$ cat src/rtl/pend_ctr_pkg.sv
package pend_ctr_pkg;
    typedef enum logic [1:0] {
        SLOT_IDLE = 2'd0,
        SLOT_WAIT = 2'd1,
        SLOT_DONE = 2'd2
    } slot_state_t;
endpackage

$ cat src/rtl/pend_slot.sv
module pend_slot
    import pend_ctr_pkg::*;
#(
    parameter int CNT_W = 8
) (
    input  logic             clk,
    input  logic             rst_n,
    input  logic             alloc_i,
    input  logic             free_i,
    input  logic             upd_i,
    input  logic [CNT_W-1:0] delta_i,
    output logic             post_o,
    output logic             ovf_o
);
    localparam logic [CNT_W-1:0] CNT_MAX = {1'b0, {(CNT_W-1){1'b1}}};
    localparam logic [CNT_W-1:0] CNT_MIN = {1'b1, {(CNT_W-1){1'b0}}};

    slot_state_t      st_q, st_d;
    logic [CNT_W-1:0] cnt_q, cnt_d;
    logic [CNT_W:0]   diff;
    logic             wrap;
    logic [CNT_W-1:0] result;
    logic             live;

    // signed subtraction with one guard bit
    always_comb begin
        diff   = {cnt_q[CNT_W-1], cnt_q} - {delta_i[CNT_W-1], delta_i};
        wrap   = diff[CNT_W] ^ diff[CNT_W-1];
        result = wrap ? (diff[CNT_W] ? CNT_MIN : CNT_MAX) : diff[CNT_W-1:0];
        live   = upd_i && !alloc_i && !free_i && (st_q != SLOT_IDLE);
    end

    // next state and counter
    always_comb begin
        st_d  = st_q;
        cnt_d = cnt_q;
        if (alloc_i) begin
            st_d  = SLOT_WAIT;
            cnt_d = '0;
        end else if (free_i) begin
            st_d  = SLOT_IDLE;
        end else begin
            unique case (st_q)
                SLOT_IDLE: ;
                SLOT_WAIT: if (live) begin
                    cnt_d = result;
                    if (result == '0) st_d = SLOT_DONE;
                end
                SLOT_DONE: if (live) cnt_d = result;
                default:   st_d = SLOT_IDLE;
            endcase
        end
    end

    // state register
    always_ff @(posedge clk) begin
        if (!rst_n) begin
            st_q  <= SLOT_IDLE;
            cnt_q <= '0;
        end else begin
            st_q  <= st_d;
            cnt_q <= cnt_d;
        end
    end

    // outputs
    always_comb begin
        post_o = live && (st_q == SLOT_WAIT) && (result == '0);
        ovf_o  = live && wrap;
    end
endmodule

$ cat src/rtl/trig_fifo.sv
module trig_fifo #(
    parameter int DEPTH = 4,
    parameter int DW    = 3
) (
    input  logic          clk,
    input  logic          rst_n,
    input  logic          push_i,
    input  logic [DW-1:0] push_data_i,
    input  logic          pop_i,
    output logic          valid_o,
    output logic [DW-1:0] head_o,
    output logic          full_o
);
    localparam int PW = (DEPTH > 1) ? $clog2(DEPTH) : 1;
    localparam int CW = $clog2(DEPTH + 1);
    localparam logic [PW-1:0] LAST = PW'(DEPTH - 1);
    localparam logic [CW-1:0] FULLC = CW'(DEPTH);

    logic [DW-1:0] mem [DEPTH];
    logic [PW-1:0] wr_q, rd_q;
    logic [CW-1:0] cnt_q;
    logic          do_pop, do_push;

    always_comb begin
        valid_o = (cnt_q != '0);
        full_o  = (cnt_q == FULLC);
        head_o  = mem[rd_q];
        do_pop  = pop_i && valid_o;
        do_push = push_i && (!full_o || do_pop);
    end

    always_ff @(posedge clk) begin
        if (!rst_n) begin
            wr_q  <= '0;
            rd_q  <= '0;
            cnt_q <= '0;
        end else begin
            if (do_push) begin
                wr_q <= (wr_q == LAST) ? '0 : wr_q + 1'b1;
            end
            if (do_pop) begin
                rd_q <= (rd_q == LAST) ? '0 : rd_q + 1'b1;
            end
            cnt_q <= cnt_q + CW'(do_push) - CW'(do_pop);
        end
    end

    always_ff @(posedge clk) begin
        if (do_push) mem[wr_q] <= push_data_i;
    end
endmodule

$ cat src/rtl/pend_ctr_top.sv
module pend_ctr_top
    import pend_ctr_pkg::*;
#(
    parameter int N_TXN   = 8,
    parameter int CNT_W   = 8,
    parameter int Q_DEPTH = 4,
    parameter int IDX_W   = $clog2(N_TXN)
) (
    input  logic             clk,
    input  logic             rst_n,
    input  logic             alloc_valid,
    input  logic [IDX_W-1:0] alloc_idx,
    input  logic             free_valid,
    input  logic [IDX_W-1:0] free_idx,
    input  logic             upd_valid,
    input  logic [IDX_W-1:0] upd_idx,
    input  logic [CNT_W-1:0] upd_delta,
    output logic             upd_stall,
    output logic             trig_valid,
    output logic [IDX_W-1:0] trig_idx,
    input  logic             trig_pop,
    output logic             err_ovf
);
    logic [N_TXN-1:0] post_v, ovf_v;
    logic             q_full;
    logic             err_q;

    for (genvar g = 0; g < N_TXN; g++) begin : g_slot
        pend_slot #(.CNT_W(CNT_W)) u_slot (
            .clk    (clk),
            .rst_n  (rst_n),
            .alloc_i(alloc_valid && (alloc_idx == IDX_W'(g))),
            .free_i (free_valid && (free_idx == IDX_W'(g))),
            .upd_i  (upd_valid && !q_full && (upd_idx == IDX_W'(g))),
            .delta_i(upd_delta),
            .post_o (post_v[g]),
            .ovf_o  (ovf_v[g])
        );
    end

    trig_fifo #(.DEPTH(Q_DEPTH), .DW(IDX_W)) u_queue (
        .clk        (clk),
        .rst_n      (rst_n),
        .push_i     (|post_v),
        .push_data_i(upd_idx),
        .pop_i      (trig_pop),
        .valid_o    (trig_valid),
        .head_o     (trig_idx),
        .full_o     (q_full)
    );

    always_ff @(posedge clk) begin
        if (!rst_n) err_q <= 1'b0;
        else        err_q <= |ovf_v;
    end

    always_comb begin
        upd_stall = q_full;
        err_ovf   = err_q;
    end
endmodule

$ cat config.mk
export PLATFORM = sky130hd
export DESIGN_NAME = pend_ctr_top
export DESIGN_NICKNAME = d
export VERILOG_FILES = /design/src/rtl/pend_ctr_pkg.sv /design/src/rtl/pend_slot.sv /design/src/rtl/trig_fifo.sv /design/src/rtl/pend_ctr_top.sv
export SDC_FILE = /design/constraint.sdc
export NUM_CORES = 1
export LEC_CHECK = 0
export ABC_CLOCK_PERIOD_IN_PS = 11000
export CAP_MARGIN = 20
export CORE_MARGIN = 2
export CORE_UTILIZATION = 50
export DETAILED_ROUTE_END_ITERATION = 16
export PLACE_DENSITY = 0.67
export SLEW_MARGIN = 20
export SYNTH_ARGS = -nofsm -noshare
export SYNTH_HDL_FRONTEND = slang
export SYNTH_HIERARCHICAL = 1
export SYNTH_SLANG_ARGS = --single-unit
$ cat constraint.sdc
create_clock -name clk -period 11 [get_ports clk]
set_input_delay 3.3 -clock clk [delete_from_list [all_inputs] [get_ports clk]]
set_output_delay 3.3 -clock clk [all_outputs]
set_load 0.05 [all_outputs]
==> impl_summary.txt <==
----------------------------------------------------
[Logic synthesis]
  Sequential area share after synthesis ... 22.9%
  Number of storage elements in the synthesis netlist ... 102
  Leading register cell type out of synthesis ... dfxtp_1
  Gate count after technology mapping ... approximately 1100
  Number of warning messages in the yosys log ... 6
  Mapped Nets ... between 1000 and 1500
  Distinct cell type count of the synthesized netlist ... 85
  Fraction of registers with async set or reset after synthesis ... 0%
  EDFF count, synth ... 12
  Netlist area before placement ... 9430 um^2
  Average instance area after synthesis ... 8.34 um^2

[Drt]
  Routed wirelength normalized by instance count ... 15.9 um
  Final WL ... 21900 um
  Avg Vias per Cell ... 5.73
  Number of violations reported at the end of detailed-routing iteration 0 ... 339
  Antenna viol nets, final ... 0
  Number of design rule violations left after detail routing ... 0
  Total iterations of the first detailed-routing run ... 4
  Detailed-route via count ... 7899

[Power and ir drop]
  Worst vdd ir ... between 60 and 70 uV
  Power Density ... 101 nW/um^2
  Leakage power ... 0.00416 uW
  Sum of internal, switching and leakage power ... slightly above 1000 uW

[Clocking]
  Inserted Clock Buffers ... 9
  Clock-pin slew reported for the worst setup and hold paths after clock tree synthesis ... 0.07 ns
  Count of H-tree levels built during CTS ... 3
  Clock insertion delay at the later pin of the skew report ... roughly 0.36 ns
  Clock tree from TritonCTS ... yes
  Post-CTS setup buffer count ... 0
  Post-CTS Hold Fix Bufs ... 0
  Number of gates resized after cts ... 0
  Number of sinks handled by clock tree synthesis ... 102
  Max clock buf depth ... 2
  Root Buffer ... clkbuf_16

[Finish]
  Final design instance area without fill ... 10200 um^2
  Fraction of final layout cells sized beyond drive strength 1 ... 8.30%
  Total Nets Final ... 1266
  Non-filler instance count after layout ... ~1400
  Area grow syn2layout ... 8.21%
  Antenna fix cells ... 0

[Global routing]
  Residual overflow from global routing ... 0
  Number of global-route vias before repair ... 7442
  Wire length of the first global-routing pass ... between 30000 and 40000 um
  Largest net degree at the start of global routing ... 34
  Number of antenna violations at the first check in global routing ... 0
  Aggregate global-route resource usage ... 22.5%

[Floorplanning]
  Floorplan row count ... 50
  Number of primary I/O pins ... 29
  Starting density of the core ... roughly 51%
  Core Footprint ... 18600 um^2
  Floorplan die area ... 20000 um^2
  Chip Width ... 141 um
  Die outline height ... approximately 140 um

[Setup path]
  Crit path required time ... 11.25 ns
  Cell Chain, Critical Path ... clkdlybuf4s50_1, ha_1, inv_1, fa_1, a21o_1, a221o_1, or3_4, a2111oi_4, and4_1, nor4_1, nand2_1, a21boi_2, inv_1, ha_1, inv_1, ha_1, fa_1, xor2_1, xnor2_1, and2_1
  Arrival time of data at the critical path endpoint ... 8.47 ns
  Largest driver fanout on the critical path ... 8
  Number of buffers and inverters on the critical path ... 4
  FF-to-FF Start ... g_slot[4].u_slot/cnt_q[0]
  Worst path slowest cell ... clkdlybuf4s50_1
  Critical path start-end classification ... input pin to flop
  Cell type group with the largest total delay on the critical path ... adder cells
  Kind of capture point of the worst setup path ... flop
  Stage delay of the slowest cell on the critical path ... 0.95 ns
  Critical path launch point type ... input pin
  Critical path origin ... upd_delta[0]

[Run]
  Count of maximum capacitance violations ... 0

[Timing]
  Relative slew slack ... 32.6%
  Min setup slack post-route ... 2.78 ns
  Slew Limit Fails ... 0
  Tightest Pin Transition ... 1.01 ns
  Final hold vios ... 0
  Final TNS setup ... 0 ns
  Setup repair after global routing missed its margin ... false
  Endpoints failing setup ... 0
  Period utilisation layout ... 74.7%
  Maximum frequency from static timing analysis ... 122 MHz
  Minimum period implied by the final worst setup slack ... a little over 8 ns
  Fin Clk Skew ... approximately 0.0073 ns

[Placement]
  Gpl congestion ... about 0.84
  Detailed placer's ending HPWL ... 16000 um
  Cell area after placement ... 9870 um^2
  Worst slack at placement ... 2.41 ns
  Number of buffers added on ports ... 28
  Cell count after placement ... about 1400

[Outcome]
  Run status ... completed

[Worst hold path]
  Path category of the worst min-delay check ... flop to flop
  Worst hold start ... g_slot[6].u_slot/cnt_q[4]

----------------------------------------------------
[cells by family after synthesis]
family	after synthesis	share of synthesized area [%]
AO/OA/AOI/OAI	269	21.0
buffers and inverters	166	7.23
AND/OR/NAND/NOR	377	22.5
adder cells (fa/ha/maj)	156	20.1
XOR/XNOR	46	4.35
multiplexers	14	1.88
flip-flops	102	22.9
[metal layers]
metal / up-vias / GRT usage (%) / wire length, um
met4: 0 / 6.79 / 483
met2: 165 / 37.5 / 10000
met3: 33 / 4.02 / 1030
met1: 3635 / 29.7 / 10300
met5: - / 0 / 0
li1: 4066 / - / -
[cells in the final DEF, fill, tap and decap left out, types with 10 or more instances in the layout]
cell               n
o21ai_0           39
a21oi_1           59
xnor2_1           33
nand2_1           62
clkdlybuf4s50_1   28
o2111ai_1         10
dfxtp_1           90
maj3_1            46
nand4_1           11
ha_1              95
clkbuf_16         10
edfxtp_1          12
buf_4             10
a21o_1            20
xor2_1            12
o21a_1            11
nand2b_1          30
nor2b_1           11
and2_1            10
inv_1            126
nor2_1           109
o22ai_1           10
nor3b_1           15
mux2i_1           11
nor3_1            32
a211oi_1          42
[through the flow]
stage,hold slack (ns),utilization (%)
after CTS,0.469,54.9
final,0.467,54.9
after global routing,0.509,54.9
after detailed placement,0.459,53.1
after global placement,0.458,53.1
after floorplan,0.442,-
[tightest hold or removal path, cell delays in order (launching register included)]
cell       delay, ns
dfxtp_1         0.31
nand2_1         0.05
o2bb2ai_1       0.06
[path summary, 6_finish.rpt]
check | end | slack (ns) | cells after the start
worst max-delay path | u_queue/cnt_q[2] | 2.78 | 20
worst min-delay path | g_slot[6].u_slot/cnt_q[4] | 0.47 | 2
worst max register to register | u_queue/cnt_q[2] | 6.44 | 20
worst min register to register | g_slot[6].u_slot/cnt_q[4] | 0.47 | 2
[cell usage after synthesis (all sizes together) (7+ instances only)]
library cell | number | share of area (%)
a211o | 9 | 0.84
a211oi | 48 | 4.1
a21boi | 10 | 0.84
a21o | 20 | 1.6
a21oi | 64 | 3.6
and2 | 13 | 0.90
and3 | 10 | 0.70
and4 | 8 | 0.77
buf | 18 | 1.3
clkbuf | 22 | 0.92
dfxtp | 90 | 19
edfxtp | 12 | 3.8
fa | 9 | 1.9
ha | 95 | 13
inv | 126 | 5.0
maj3 | 52 | 5.6
mux2i | 11 | 1.2
nand2 | 62 | 2.5
nand2b | 33 | 2.3
nand3 | 9 | 0.48
nand4 | 11 | 0.73
nand4b | 7 | 0.72
nor2 | 110 | 4.4
nor2b | 11 | 0.73
nor3 | 33 | 1.8
nor3b | 20 | 1.9
nor4 | 10 | 0.86
o2111ai | 10 | 0.93
o21a | 11 | 0.88
o21ai | 47 | 2.5
o22ai | 11 | 0.80
or2 | 7 | 0.46
or3b | 7 | 0.68
xnor2 | 33 | 3.1
xor2 | 13 | 1.3
[final cells by class]
class                      count  area [um^2]
clock inverter                 5         81.3
tap                          234          293
inverter                     126          473
timing repair buffer          38          355
clock buffer                  11          254
fill                        1719         8380
multi-input combinational    862         6590
sequential                   102         2160
[state kept, by name, indices dropped and copies added (netlist names), named ones only]
| register | flops |
|---|---|
| u_queue/rd_q | 2 |
| err_ovf | 1 |
| u_queue/mem | 12 |
| u_queue/cnt_q | 3 |
| g_slot.u_slot/cnt_q | 64 |
| u_queue/wr_q | 2 |
| g_slot.u_slot/st_q | 16 |
[report_power, final]
group / internal [uW] / leakage, uW / switching [uW]
Sequential: 386 / 0.000834 / 11.3
Combinational: 112 / 0.00317 / 157
Clock: 214 / 0.000161 / 150
(Power assumes the default switching activity.)
